### src/rtl/cmdq_pkg.sv
`timescale 1ns/1ps
package cmdq_pkg;
   localparam logic [15:0] TAG_SINGLE = 16'h1680;
   localparam logic [15:0] TAG_FILL   = 16'h168F;
   localparam logic [15:0] TAG_BURST  = 16'h568A;
   localparam logic [15:0] TAG_COUNT  = 16'h6210;
   localparam logic [15:0] OFF_QBASE  = 16'h85C0;
   localparam logic [15:0] OFF_QWR    = 16'h85C4;
   localparam logic [15:0] OFF_CMD    = 16'h823C;
   localparam int WORD_W = 32;
   localparam int ENT_W  = 4 * WORD_W;
   localparam int CTR_W  = 8;
   localparam int NCTR   = 3;
   typedef enum logic [2:0] {M_HDR, M_DATA, M_CNT, M_BURST, M_SKIP} mode_t;
endpackage

### src/rtl/cmdq_fetch.sv
`timescale 1ns/1ps
module cmdq_fetch
   import cmdq_pkg::*;
#(
   parameter int PW = 12,
   parameter int AW = 32
) (
   input  logic              clk,
   input  logic              rst_n,
   input  logic [AW-1:0]     base,
   input  logic [PW-1:0]     wr_ptr,
   input  logic              ent_release,
   input  logic              mem_valid,
   input  logic [ENT_W-1:0]  mem_rdata,
   output logic              mem_req,
   output logic [AW-1:0]     mem_addr,
   output logic              fetching,
   output logic              ent_valid,
   output logic [ENT_W-1:0]  ent_data,
   output logic [PW-1:0]     rd_ptr
);
   localparam logic [PW-1:0] STEP = PW'(16);

   always_ff @(posedge clk) begin
      if (!rst_n) begin
         mem_req   <= 1'b0;
         mem_addr  <= '0;
         fetching  <= 1'b0;
         ent_valid <= 1'b0;
         ent_data  <= '0;
         rd_ptr    <= '0;
      end else begin
         mem_req <= 1'b0;
         if (!ent_valid && !fetching && (rd_ptr != wr_ptr)) begin
            mem_req  <= 1'b1;
            mem_addr <= base + AW'(rd_ptr);
            fetching <= 1'b1;
         end
         if (fetching && mem_valid) begin
            ent_data  <= mem_rdata;
            ent_valid <= 1'b1;
            fetching  <= 1'b0;
            rd_ptr    <= rd_ptr + STEP;
         end
         if (ent_release) ent_valid <= 1'b0;
      end
   end

   assert_no_fetch_when_empty_R5: assert property (@(posedge clk) disable iff (!rst_n)
      mem_req |-> $past(rd_ptr != wr_ptr));
   assert_one_entry_in_flight_R5: assert property (@(posedge clk) disable iff (!rst_n)
      mem_req |-> !ent_valid);
endmodule

### src/rtl/cmdq_decode.sv
`timescale 1ns/1ps
module cmdq_decode
   import cmdq_pkg::*;
(
   input  logic              clk,
   input  logic              rst_n,
   input  logic              ent_valid,
   input  logic [ENT_W-1:0]  ent_data,
   input  logic              eng_done,
   output logic              ent_release,
   output logic              reg_we,
   output logic [15:0]       reg_addr,
   output logic [WORD_W-1:0] reg_wdata,
   output logic              eng_start,
   output logic [WORD_W-1:0] eng_cmd,
   output logic              eng_busy,
   output logic              tag_err
);
   mode_t             mode;
   logic [1:0]        widx;
   logic [15:0]       cur_off;
   logic [15:0]       left;
   logic [WORD_W-1:0] word;
   logic              step;
   logic              do_write;

   assign step        = ent_valid && !eng_busy;
   assign ent_release = step && (widx == 2'd3);
   assign do_write    = step && ((mode == M_DATA) || (mode == M_BURST));

   always_comb begin
      unique case (widx)
         2'd0:    word = ent_data[31:0];
         2'd1:    word = ent_data[63:32];
         2'd2:    word = ent_data[95:64];
         default: word = ent_data[127:96];
      endcase
   end

   always_ff @(posedge clk) begin
      if (!rst_n) begin
         mode    <= M_HDR;
         widx    <= 2'd0;
         cur_off <= '0;
         left    <= '0;
         tag_err <= 1'b0;
      end else begin
         tag_err <= 1'b0;
         if (step) begin
            widx <= widx + 2'd1;
            unique case (mode)
               M_HDR: begin
                  if (word[31:16] == TAG_SINGLE) begin
                     cur_off <= word[15:0];
                     mode    <= M_DATA;
                  end else if (word[31:16] == TAG_BURST) begin
                     cur_off <= word[15:0];
                     mode    <= M_CNT;
                  end else if (word[31:16] != TAG_FILL) begin
                     tag_err <= 1'b1;
                     mode    <= M_SKIP;
                  end
               end
               M_DATA: mode <= M_HDR;
               M_CNT: begin
                  if (word[31:16] == TAG_COUNT) begin
                     left <= word[15:0];
                     mode <= (word[15:0] == 16'd0) ? M_HDR : M_BURST;
                  end else begin
                     tag_err <= 1'b1;
                     mode    <= M_HDR;
                  end
               end
               M_BURST: begin
                  cur_off <= cur_off + 16'd4;
                  left    <= left - 16'd1;
                  if (left == 16'd1) mode <= M_HDR;
               end
               default: mode <= M_HDR;
            endcase
         end
      end
   end

   always_ff @(posedge clk) begin
      if (!rst_n) begin
         reg_we    <= 1'b0;
         reg_addr  <= '0;
         reg_wdata <= '0;
         eng_start <= 1'b0;
         eng_cmd   <= '0;
         eng_busy  <= 1'b0;
      end else begin
         reg_we    <= do_write;
         eng_start <= 1'b0;
         if (eng_busy && eng_done) eng_busy <= 1'b0;
         if (do_write) begin
            reg_addr  <= cur_off;
            reg_wdata <= word;
            if (cur_off == OFF_CMD) begin
               eng_start <= 1'b1;
               eng_cmd   <= word;
               eng_busy  <= 1'b1;
            end
         end
      end
   end

   assert_start_has_write_R7: assert property (@(posedge clk) disable iff (!rst_n)
      eng_start |-> (reg_we && reg_addr == OFF_CMD));
   assert_start_single_cycle_R7: assert property (@(posedge clk) disable iff (!rst_n)
      eng_start |=> !eng_start);
   assert_stall_while_busy_R8: assert property (@(posedge clk) disable iff (!rst_n)
      (eng_busy && !eng_done) |=> !reg_we);
endmodule

### src/rtl/cmdq_engine.sv
`timescale 1ns/1ps
module cmdq_engine
   import cmdq_pkg::*;
#(
   parameter int QBYTES = 4096,
   parameter int AW     = 32,
   localparam int PW    = $clog2(QBYTES)
) (
   input  logic              clk,
   input  logic              rst_n,
   input  logic              host_we,
   input  logic [15:0]       host_addr,
   input  logic [31:0]       host_wdata,
   output logic [PW-1:0]     rd_ptr_o,
   output logic [31:0]       status_o,
   output logic              mem_req,
   output logic [AW-1:0]     mem_addr,
   input  logic              mem_valid,
   input  logic [ENT_W-1:0]  mem_rdata,
   output logic              reg_we,
   output logic [15:0]       reg_addr,
   output logic [31:0]       reg_wdata,
   output logic              eng_start,
   output logic [31:0]       eng_cmd,
   input  logic              eng_done
);
   if ((QBYTES & (QBYTES - 1)) != 0 || QBYTES < 32) begin : g_bad_size
      $error("QBYTES must be a power of two of at least 32");
   end
   if (AW > 32 || AW <= PW) begin : g_bad_aw
      $error("AW must exceed the pointer width and fit in a host word");
   end

   logic [AW-1:0]    base_q;
   logic [PW-1:0]    wr_ptr_q;
   logic             ent_release, ent_valid, fetching, eng_busy, tag_err, err_q;
   logic [ENT_W-1:0] ent_data;
   logic [NCTR-1:0]  ctr_inc;
   logic             ptr_equal, q_empty;

   always_ff @(posedge clk) begin
      if (!rst_n) begin
         base_q   <= '0;
         wr_ptr_q <= '0;
      end else if (host_we) begin
         if (host_addr == OFF_QBASE) base_q <= host_wdata[AW-1:0];
         if (host_addr == OFF_QWR)   wr_ptr_q <= {host_wdata[PW-1:4], 4'b0000};
      end
   end

   cmdq_fetch #(.PW(PW), .AW(AW)) u_fetch (
      .clk(clk), .rst_n(rst_n), .base(base_q), .wr_ptr(wr_ptr_q),
      .ent_release(ent_release), .mem_valid(mem_valid), .mem_rdata(mem_rdata),
      .mem_req(mem_req), .mem_addr(mem_addr), .fetching(fetching),
      .ent_valid(ent_valid), .ent_data(ent_data), .rd_ptr(rd_ptr_o)
   );

   cmdq_decode u_decode (
      .clk(clk), .rst_n(rst_n), .ent_valid(ent_valid), .ent_data(ent_data),
      .eng_done(eng_done), .ent_release(ent_release), .reg_we(reg_we),
      .reg_addr(reg_addr), .reg_wdata(reg_wdata), .eng_start(eng_start),
      .eng_cmd(eng_cmd), .eng_busy(eng_busy), .tag_err(tag_err)
   );

   always_ff @(posedge clk) begin
      if (!rst_n)       err_q <= 1'b0;
      else if (tag_err) err_q <= 1'b1;
   end

   assign ctr_inc = {eng_start, reg_we, ent_release};

   for (genvar i = 0; i < NCTR; i++) begin : g_ctr
      logic [CTR_W-1:0] cnt;
      always_ff @(posedge clk) begin
         if (!rst_n)          cnt <= '0;
         else if (ctr_inc[i]) cnt <= cnt + 1'b1;
      end
   end

   assign ptr_equal = (rd_ptr_o == wr_ptr_q);
   assign q_empty   = ptr_equal && !ent_valid && !fetching;
   assign status_o  = {q_empty & ~eng_busy, q_empty, ~eng_busy, 2'b00, ptr_equal,
                       1'b0, err_q, g_ctr[2].cnt, g_ctr[1].cnt, g_ctr[0].cnt};

   assert_busy_after_start_R8: assert property (@(posedge clk) disable iff (!rst_n)
      eng_start |=> !status_o[29]);
   assert_error_sticky_R9: assert property (@(posedge clk) disable iff (!rst_n)
      $past(status_o[24]) |-> status_o[24]);
endmodule

### config.mk
export PLATFORM = sky130hd
export DESIGN_NAME = cmdq_engine
export DESIGN_NICKNAME = d
export VERILOG_FILES = /design/src/rtl/cmdq_pkg.sv /design/src/rtl/cmdq_fetch.sv /design/src/rtl/cmdq_decode.sv /design/src/rtl/cmdq_engine.sv
export SDC_FILE = /design/constraint.sdc
export NUM_CORES = 1
export LEC_CHECK = 0
export BUFFER_PORTS_ARGS = -buffer_cell sky130_fd_sc_hd__buf_2
export CAP_MARGIN = 15
export CORE_ASPECT_RATIO = 0.75
export CORE_MARGIN = 5
export CORE_UTILIZATION = 45
export DETAILED_ROUTE_END_ITERATION = 7
export GPL_TIMING_DRIVEN = 0
export PLACE_DENSITY = 0.67
export SYNTH_ARGS = -nofsm -noshare
export SYNTH_HDL_FRONTEND = slang
export SYNTH_SLANG_ARGS = --single-unit
### constraint.sdc
create_clock -name clk -period 3.6 [get_ports clk]
set_input_delay 0.36 -clock clk [delete_from_list [all_inputs] [get_ports clk]]
set_output_delay 0.36 -clock clk [all_outputs]
set_load 0.01 [all_outputs]
## After elaboration in Yosys (flattened, before gate mapping)

Index checks and enable logic that the tools add are counted.

- $add $sub $neg: 8
- Multiply operators: 0
- Div/mod/pow operators: 0
- $lt $le $gt $ge: 0
- Equality and inequality tests: 20
- Shifts and indexed selects: 0
- Mux-type cells: 23
- Bitwise gates (word level): 3
- Reductions and logical operators: 28

Operators by type and width:

| operator | number |
|---|---|
| 32-bit case mux with 3 select lines | 1 |
| 16-bit case mux with 2 select lines | 2 |
| 16-bit == test (second input constant) | 3 |
| 16-bit two-way mux | 3 |
| 32-bit by 12-bit adder with 32-bit output | 1 |
| 16-bit by 15-bit == test with 1-bit output (second input constant) | 2 |
| 8-bit by 1-bit adder with 8-bit output (second input constant) | 3 |
| 16-bit by 3-bit adder with 16-bit output (second input constant) | 1 |
| 16-bit by 1-bit == test with 1-bit output (second input constant) | 1 |
| 16-bit by 13-bit == test with 1-bit output (second input constant) | 1 |
| 16-bit zero test | 1 |
| 16-bit by 13-bit inequality test with 1-bit output (second input constant) | 1 |
| 16-bit by 1-bit subtractor with 16-bit output (second input constant) | 1 |
| 3-bit two-way mux | 5 |
| 12-bit by 5-bit adder with 12-bit output (second input constant) | 1 |
| 12-bit == test | 1 |
| 12-bit inequality test | 1 |
| 2-bit AND reduction | 5 |
| 1-bit logical AND | 9 |
| 1-bit two-way mux | 9 |
| 3-bit case mux with 3 select lines | 1 |
| 3-bit AND reduction | 3 |
| 3-bit by 2-bit == test with 1-bit output (second input constant) | 2 |
| 2-bit == test (second input constant) | 2 |
| other kinds (17) | 22 |

- Flip-flop bits (word level): 361
- Bits in latches: 0
- RAM bits: 0
- Bits in read-only memories: 0
- Bits of input ports: 181
- Output and inout bits: 159
- Logic and storage cells: 105
- Memories kept: 0

## Depth between registers and ports, before layout

Gate-level depths: netlist of run 1.

- Depth after elaboration: 7
- Depth in mapped cells: 12
- Depth with buffers taken out: 10

## By module

From an unflattened synthesis of run 1, not the netlist that was laid out.

- Cell total of the unflattened synthesis: 1932
- Area total of the unflattened synthesis: 15746.4 um^2

By module, submodules not included:

| module | instances | cells an instance | area an instance (um^2) | seq. area each (um^2) |
|---|---|---|---|---|
| cmdq_fetch | 1 | 831 | 6752.7 | 3423.3 |
| cmdq_decode | 1 | 789 | 6227.2 | 2422.3 |
| cmdq_engine | 1 | 312 | 2766.4 | 1301.2 |

## Worst setup path before layout of run 1

No wires, ideal clock.

- Path type: register to register
- Start point: register u_decode.widx[0]
- End point: register u_decode.left[0]
- Library setup time: 132 ps
- Data arrival time: 2610 ps
- Required time: 3468 ps
- Slack: 858 ps
- Stages on the path, launching flop included: 12
- Buffers on the path: 2
- Period minus slack after synthesis: 2742 ps
- Path through: dfxtp_1 > inv_1 > ha_1 > buf_2 > a222oi_1 > a31oi_1 > or3_1 > nor4_4 > o21bai_2 > buf_2 > o21ai_0 > a21oi_1

- Word-level cells in the longest chain between the ends: 5
- Elaborated cells between the ends (all ways): 9
- Those cells by class: eq/ne (4); mux (3); reduce/logical (2)

Ends and longest elaborated chain:

| item | line | RTL |
|---|---|---|
| start: declaration | cmdq_decode.sv:20 | `logic [1:0] widx;` |
| start signal: assignment | cmdq_decode.sv:50 | `widx <= widx + 2'd1;` |
| 2-bit == test, or another cell as far along | cmdq_decode.sv:32 | `unique case (widx)` |
| 32-bit case mux with 3 select lines * | cmdq_decode.sv:32 |  |
| 16-bit by 15-bit == test with 1-bit output | cmdq_decode.sv:66 | `if (word[31:16] == TAG_COUNT) begin` |
| 2-bit by 1-bit inequality test with 1-bit output (no line) | -- |  |
| 3-bit AND reduction (no line) | -- |  |
| end signal: assignment | cmdq_decode.sv:67 | `left <= word[15:0];` |
| end signal: assignment | cmdq_decode.sv:76 | `left <= left - 16'd1;` |
| end: declaration | cmdq_decode.sv:22 | `logic [15:0] left;` |

Every way passes the cells marked *; elsewhere a longest branch is shown, timed or not. The select of a mux whose other input is x is not followed.
A chain may end at the register's enable or synchronous reset.

## Final worst setup path of run 1

- Start point: register u_decode.widx[0]
- End point: register u_decode.cur_off[11]

- Word-level cells in the longest chain between the ends: 5
- Elaborated cells between the ends (all ways): 11
- Those cells by class: eq/ne (5); mux (4); reduce/logical (2)

Ends and longest elaborated chain:

| item | line | RTL |
|---|---|---|
| 2-bit == test, or another cell as far along | cmdq_decode.sv:32 |  |
| 32-bit case mux with 3 select lines * | cmdq_decode.sv:32 |  |
| 16-bit by 15-bit == test with 1-bit output, or another cell as far along | cmdq_decode.sv:56 | `end else if (word[31:16] == TAG_BURST) begin` |
| 3-bit by 1-bit inequality test with 1-bit output (no line) or 16-bit two-way mux (tied branches) | -- |  |
| 3-bit AND reduction (no line) or 16-bit case mux with 2 select lines (tied branches) | -- |  |
| end signal: assignment | cmdq_decode.sv:54 | `cur_off <= word[15:0];` |
| end signal: assignment | cmdq_decode.sv:57 | `cur_off <= word[15:0];` |
| end signal: assignment | cmdq_decode.sv:75 | `cur_off <= cur_off + 16'd4;` |
| end: declaration | cmdq_decode.sv:21 | `logic [15:0] cur_off;` |

Marked as above.

==> flow_summary.toml, run 1 <==
[power]
ir_drop_uv = 259
p_per_area_nw_per_um2 = 428
total_power_uw = 8180
p_leak_uw = 0.00747

[final_layout]
final_layout_size_suffix_gt1_share_pct = 20.1
layoutNonFillerInstCount = 2805
area_delta_synth_final_pct = 24.4
fin_nets = 2528
fin_util_pct = 56.9

[critical_path]
reg2reg_to = "u_decode.cur_off[11]"
crit_fanout = 10
max_stage_delay_ns = 0.55
rr_worst_depth = 10
arrival_ns = 3.99
path_cells = "ha_1 -> inv_1 -> clkbuf_1 -> clkbuf_2 -> buf_1 -> nor2_1 -> a21oi_1 -> nand2_1 -> o21a_1 -> o22ai_1"
slowest_stage = "a21oi_1"
end_kind = "register"
ff2ff_setup_slack_ns = 0.06
worst_r2r_startpoint = "u_decode.widx[0]"
critPathLaunchType = "register"
worstPathRequired_ns = 4.05
critPathKind = "reg2reg"

[sta]
tns_ns = 0
finClkSkew_ns = 0.0192
rsz0062_at_grt = "no"
period_minus_slack_ns = 3.54
worst_pin_slew_ns = 1.12
setup_viol = 0
drv_slew = 0
slew_headroom_pct = 25.0
period_share_pct = 98.4
hold_viol_final = 0
fmax_ghz = 0.282

[outcome]
status = "finished, final reports clean"

[detailed_routing]
num_vias = 15600
routedWlPerCell_um = 19.9
antenna_left = 0
drt_iter0_drc = 1754
drc = 0
drt-total-wl_um = 55900
first_pass_iters = 6
viasPerCell = 5.55

[clocking]
clock_path_buffers = 3
cts_tree = "yes"
clkTransAtPathRegs_ns = 0.06
ctsHtreeMaxLevel = 2
worstSkewPairLatency_ns = 0.54
cts-buffers-inserted = 37
cts.sinks = 357
cts_hold_buf = 0
root_buffer = "clkbuf_16"

[synth]
netlist.area_leader.share_pct = 46.5
yosys_register_bits = 357
ys_seq_area_share_pct = 46.5
synth-edff-count = 0
ys_types = 71
syn_inst = 1929
synth-main-ff-cell = "dfxtp_1"
synth_top_cell_by_area = "dfxtp_1"
synth-async-reset-ratio_pct = 0
ys_top_cells_by_area = "dfxtp_1, nand2_1, a21oi_1"
syn_area_per_cell_um2 = 7.97
synthesis.area_um2 = 15400
yosys_warnings = 0

[floorplan]
die_width_um = 223
core_area_um2 = 33600
pin_count = 340
die_y_um = 170
rows = 58
start_util_pct = 45.8
die-area_um2 = 38000

[run]
drv_cap = 0

[placed_design]
gp_congestion = 0.945
io_buffers = 332
placedCellCount = 2717
post-dp-hpwl_um = 42600

[hold_path]
min-delay-start = "mem_rdata[8]"
worstHoldPathType = "in2reg"
whs_path_depth = 3
hold_end = "u_fetch.ent_data[8]"

[global_route]
grt_overflow = 0
track_usage_pct = 27.8
first_global_vias = 14500
grt_pass1_wl_um = 84300
antenna_found_initial = 7
grt_max_degree = 15
cell usage after synthesis (7+ instances only):
library cell,n
xor2_1,39
or3_1,12
clkbuf_1,112
nand4_1,27
a211oi_1,11
dfxtp_1,357
buf_1,9
nand2_1,497
inv_1,22
nand3_1,30
mux2i_1,65
nor2_1,142
or2_2,7
o21ai_0,54
a21oi_1,280
a222oi_1,28
a31oi_1,10
nor3_1,22
xnor2_1,21
ha_1,20
buf_2,8
o22ai_1,14
o21a_1,8
nor2b_1,21
nor4_1,17
and3_1,8
buf_4,10
layout by cell type (no fill, tap or decap), types with 30 or more instances in the layout:
master / n
clkbuf_1: 115
a21oi_1: 268
nand2_1: 496
buf_2: 343
xor2_1: 39
nand3_1: 30
nor2_1: 142
dfxtp_1: 355
o21ai_0: 54
mux2i_1: 64
clkbuf_16: 39
layout make-up:
type	instances	area (um2)
Clock buffer	52	1080
Inverter	23	86.3
Clock inverter	11	163
Timing Repair Buffer	352	1810
Tap cell	450	563
Antenna cell	5	12.5
Fill cell	3136	14500
Sequential cell	357	7150
Buffer	140	591
Multi-Input combinational cell	1415	7670
timing repair:
| item | in CTS | in global routing |
|---|---|---|
| resized for setup | 12 | 22 |
| setup endpoints to repair | 26 | 35 |
| buffers inserted | 2 | 17 |
| pin swaps | 3 | 18 |
how the worst max path moves through the flow:
stage / start / endpoint / slack [ns] / depth (start not counted)
3_5_place_dp: u_decode.widx[0] / u_decode.cur_off[8] / -0.22 / 10
2_1_floorplan: u_decode.widx[0] / u_decode.left[0] / 0.86 / 11
4_1_cts: u_decode.widx[0] / u_decode.cur_off[4] / -0.02 / 12
3_3_place_gp: u_decode.widx[0] / u_decode.cur_off[7] / -0.16 / 10
6_report: u_decode.widx[0] / u_decode.cur_off[11] / 0.06 / 10
5_1_grt: u_decode.widx[0] / u_decode.cur_off[11] / 0.02 / 10
sequential cells by signal, indices dropped and copies added (netlist names), 2 cells and up:
register	cells
u_decode.reg_addr	16
u_decode.reg_wdata	32
base_q	32
u_decode.cur_off	16
u_decode.mode	3
wr_ptr_q	8
u_fetch.mem_addr	32
u_fetch.ent_data	128
g_ctr.cnt	24
u_fetch.rd_ptr	8
u_decode.widx	2
u_decode.eng_cmd	32
u_decode.left	16
power breakdown:
part | total [uW] | switching (uW) | internal, uW | leakage [uW]
Combinational | 227 | 140 | 87.6 | 0.00398
Sequential | 3950 | 0.0406 | 3950 | 0.00287
Clock | 4000 | 1620 | 2390 | 0.000617
critical path, delay by kind of cell (launching register included):
family | cells | cell delay (ns)
buffers and inverters | 4 | 1.64
flip-flops | 1 | 0.37
adder cells (fa/ha/maj) | 1 | 0.27
AO/OA/AOI/OAI | 3 | 0.84
AND/OR/NAND/NOR | 2 | 0.33
logic make-up (layout without fill, tap and decap cells):
group | Yosys count | count (layout) | share of synthesized area, %
mux | 65 | 65 | 4.23
other cells | 1 | 12 | 0.0244
buf+inv | 163 | 578 | 4.34
flops | 357 | 357 | 46.5
fa+ha+maj | 21 | 21 | 1.76
simple gates | 820 | 820 | 23.1
xor+xnor | 60 | 60 | 3.42
compound gates | 442 | 442 | 16.7
routing by layer:
metal	GRT usage, %	up-vias	share of wire [%]
li1	-	7417	-
met3	7.17	101	9.8
met2	43.7	687	44
met5	0	-	0.039
met4	7.40	4	2.3
met1	38.4	7372	44
stage by stage:
stage                     setup WS, ns  hold WS, ns  area [um2]
after global routing            0.0153       0.0642       19100
after detailed placement        -0.216        0.442       17600
after global placement          -0.165        0.438       17600
final                           0.0588       0.0590       19100
after floorplan                  0.858        0.411       15400
after CTS                      -0.0197       0.0453       18900
Note: power is estimated with default switching activity, not from simulation.
==> run 2, diff against run 1 <==
--- a/config.mk
+++ b/config.mk
@@ -10,6 +10,7 @@
 export CORE_ASPECT_RATIO = 0.75
 export CORE_MARGIN = 5
 export CORE_UTILIZATION = 45
+export CTS_BUF_LIST = sky130_fd_sc_hd__clkbuf_4
 export DETAILED_ROUTE_END_ITERATION = 7
 export GPL_TIMING_DRIVEN = 0
 export PLACE_DENSITY = 0.67
==> run 2 against run 1 <==
Against the previous run:
- final area rose by 7.4%
- critical path depth did not move
- clock-buffer cell count rose by 71
- final cell count rose by 8.7%
- sequential power barely moved
- global-route usage rose by 1.8 points
- sequential cell count did not move
- highest routed layer unchanged
- die area did not move
==> flow_summary.toml, run 2 (synthesized netlist as in run 1, its figures left out) <==
[power]
p_per_area_nw_per_um2 = 375
total_power_uw = 7700
ir_drop_uv = 205
p_leak_uw = 0.00816

[clocking]
ctsHtreeMaxLevel = 3
cts.sinks = 357
clkTransAtPathRegs_ns = 0.07
cts_tree = "yes"
cts-buffers-inserted = 89
clock_path_buffers = 3
worstSkewPairLatency_ns = 0.73
root_buffer = "clkbuf_4"

[global_route]
antenna_found_initial = 4
grt_overflow = 0
track_usage_pct = 29.6
first_global_vias = 16200
grt_pass1_wl_um = 90000
grt_max_degree = 12

[placed_design]
io_buffers = 332
post-dp-hpwl_um = 42600
gp_congestion = 0.945

[final_layout]
layout_common_cells = "nand2_1, dfxtp_1, buf_2"
area_delta_synth_final_pct = 33.7
fin_nets = 2738
top_register = "u_fetch.ent_data"
final_common_cell = "nand2_1"
final_layout_size_suffix_gt1_share_pct = 20.7
largest_reg_flops = 128

[outcome]
status = "finished, final reports clean"

[sta]
worst_pin_slew_ns = 1.06
fmax_ghz = 0.291
setup_viol = 0
rsz0062_at_grt = "yes"
slew_headroom_pct = 28.9
finClkSkew_ns = 0.0451
period_share_pct = 95.4
period_minus_slack_ns = 3.44
drv_slew = 0
hold_viol_final = 0
tns_ns = 0

[hold_path]
worstHoldPathType = "in2reg"
whs_path_depth = 4

[floorplan]
pin_count = 340
rows = 58
die_y_um = 170
die-area_um2 = 38000
die_width_um = 223
core_area_um2 = 33600
start_util_pct = 45.8

[detailed_routing]
first_pass_iters = 8
num_vias = 16700
drc = 0
routedWlPerCell_um = 19.4
drt-total-wl_um = 59000
drt_iter0_drc = 1694
antenna_left = 0
viasPerCell = 5.47

[critical_path]
arrival_ns = 3.97
critPathLaunchType = "register"
worstPathRequired_ns = 4.14
critPathKind = "reg2reg"
rr_worst_depth = 10
crit_fanout = 10
end_kind = "register"

[run]
drv_cap = 0
-- run 2: cell types whose count changed in the layout (fill, tap and decap cells not counted), sizes merged --
cell / previous run / this run
diode: 5 / 3
bufinv: 4 / 2
buf: 378 / 375
inv: 25 / 24
clkinv: 5 / 24
clkbuf: 166 / 236
dlygate4sd3: 0 / 162
-- run 2: path summary, 6_finish.rpt --
kind | from | to | slack (ns)
worst max-delay path | u_decode.widx[0] | u_decode.left[7] | 0.16
worst max register to register | u_decode.widx[0] | u_decode.left[7] | 0.16
worst min-delay path | host_addr[2] | base_q[17] | 0.11
worst min register to register | u_decode.eng_cmd[7] | u_decode.eng_cmd[7] | 0.45
-- run 2: area by class of cell --
class	instances	area, um2
antenna	3	7.51
clock buffer	123	923
timing repair buffer	510	3400
inverter	23	86.3
tap	450	563
buffer	140	592
sequential	357	7150
multi-input combinational	1415	7660
clock inverter	27	156
fill	3000	13100
-- run 2: power breakdown --
group	switching [uW]	leakage [uW]	internal, uW
Combinational	172	0.00464	203
Clock	1660	0.000641	1710
Sequential	0.0408	0.00287	3950
Total	1830	0.00816	5860
-- run 2: metal layers --
layer  global-route usage (%)  part of all wire (%)
met1                     39.1                    43
met2                     47.0                    44
met3                     8.16                   9.6
met4                     10.3                   2.8
met5                        0                 0.034
-- run 2: per-stage QoR --
step / util, % / setup slack (ns) / hold WS [ns] / instances / instance area [um2]
2_1_floorplan: - / 0.858 / 0.411 / 1935 / 15400
6_report: 61.1 / 0.164 / 0.109 / 3048 / 20500
3_3_place_gp: 52.4 / -0.165 / 0.438 / 2717 / 17600
5_1_grt: 61.1 / -0.00669 / 0.0778 / 3048 / 20500
3_5_place_dp: 52.4 / -0.216 / 0.442 / 2717 / 17600
4_1_cts: 60.7 / 0.00371 / 0.0431 / 3032 / 20400
-- run 2: repair_timing --
action	4_1_cts	5_1_grt
setup buffers	3	12
pin swaps	5	16
hold buffers	162	0
hold endpoints to repair	170	0
resized for setup	13	20
endpoints found under the setup margin	28	32
-- run 2: critical path, cell delays in order (launching register included) --
cell and delay (ns):
dfxtp_2 0.37, ha_1 0.27, inv_1 0.24, clkbuf_1 0.52, clkbuf_1 0.47, buf_1 0.50
a21oi_1 0.32, nand2_1 0.24, o21ai_0 0.11, mux2i_1 0.13, a21oi_1 0.08
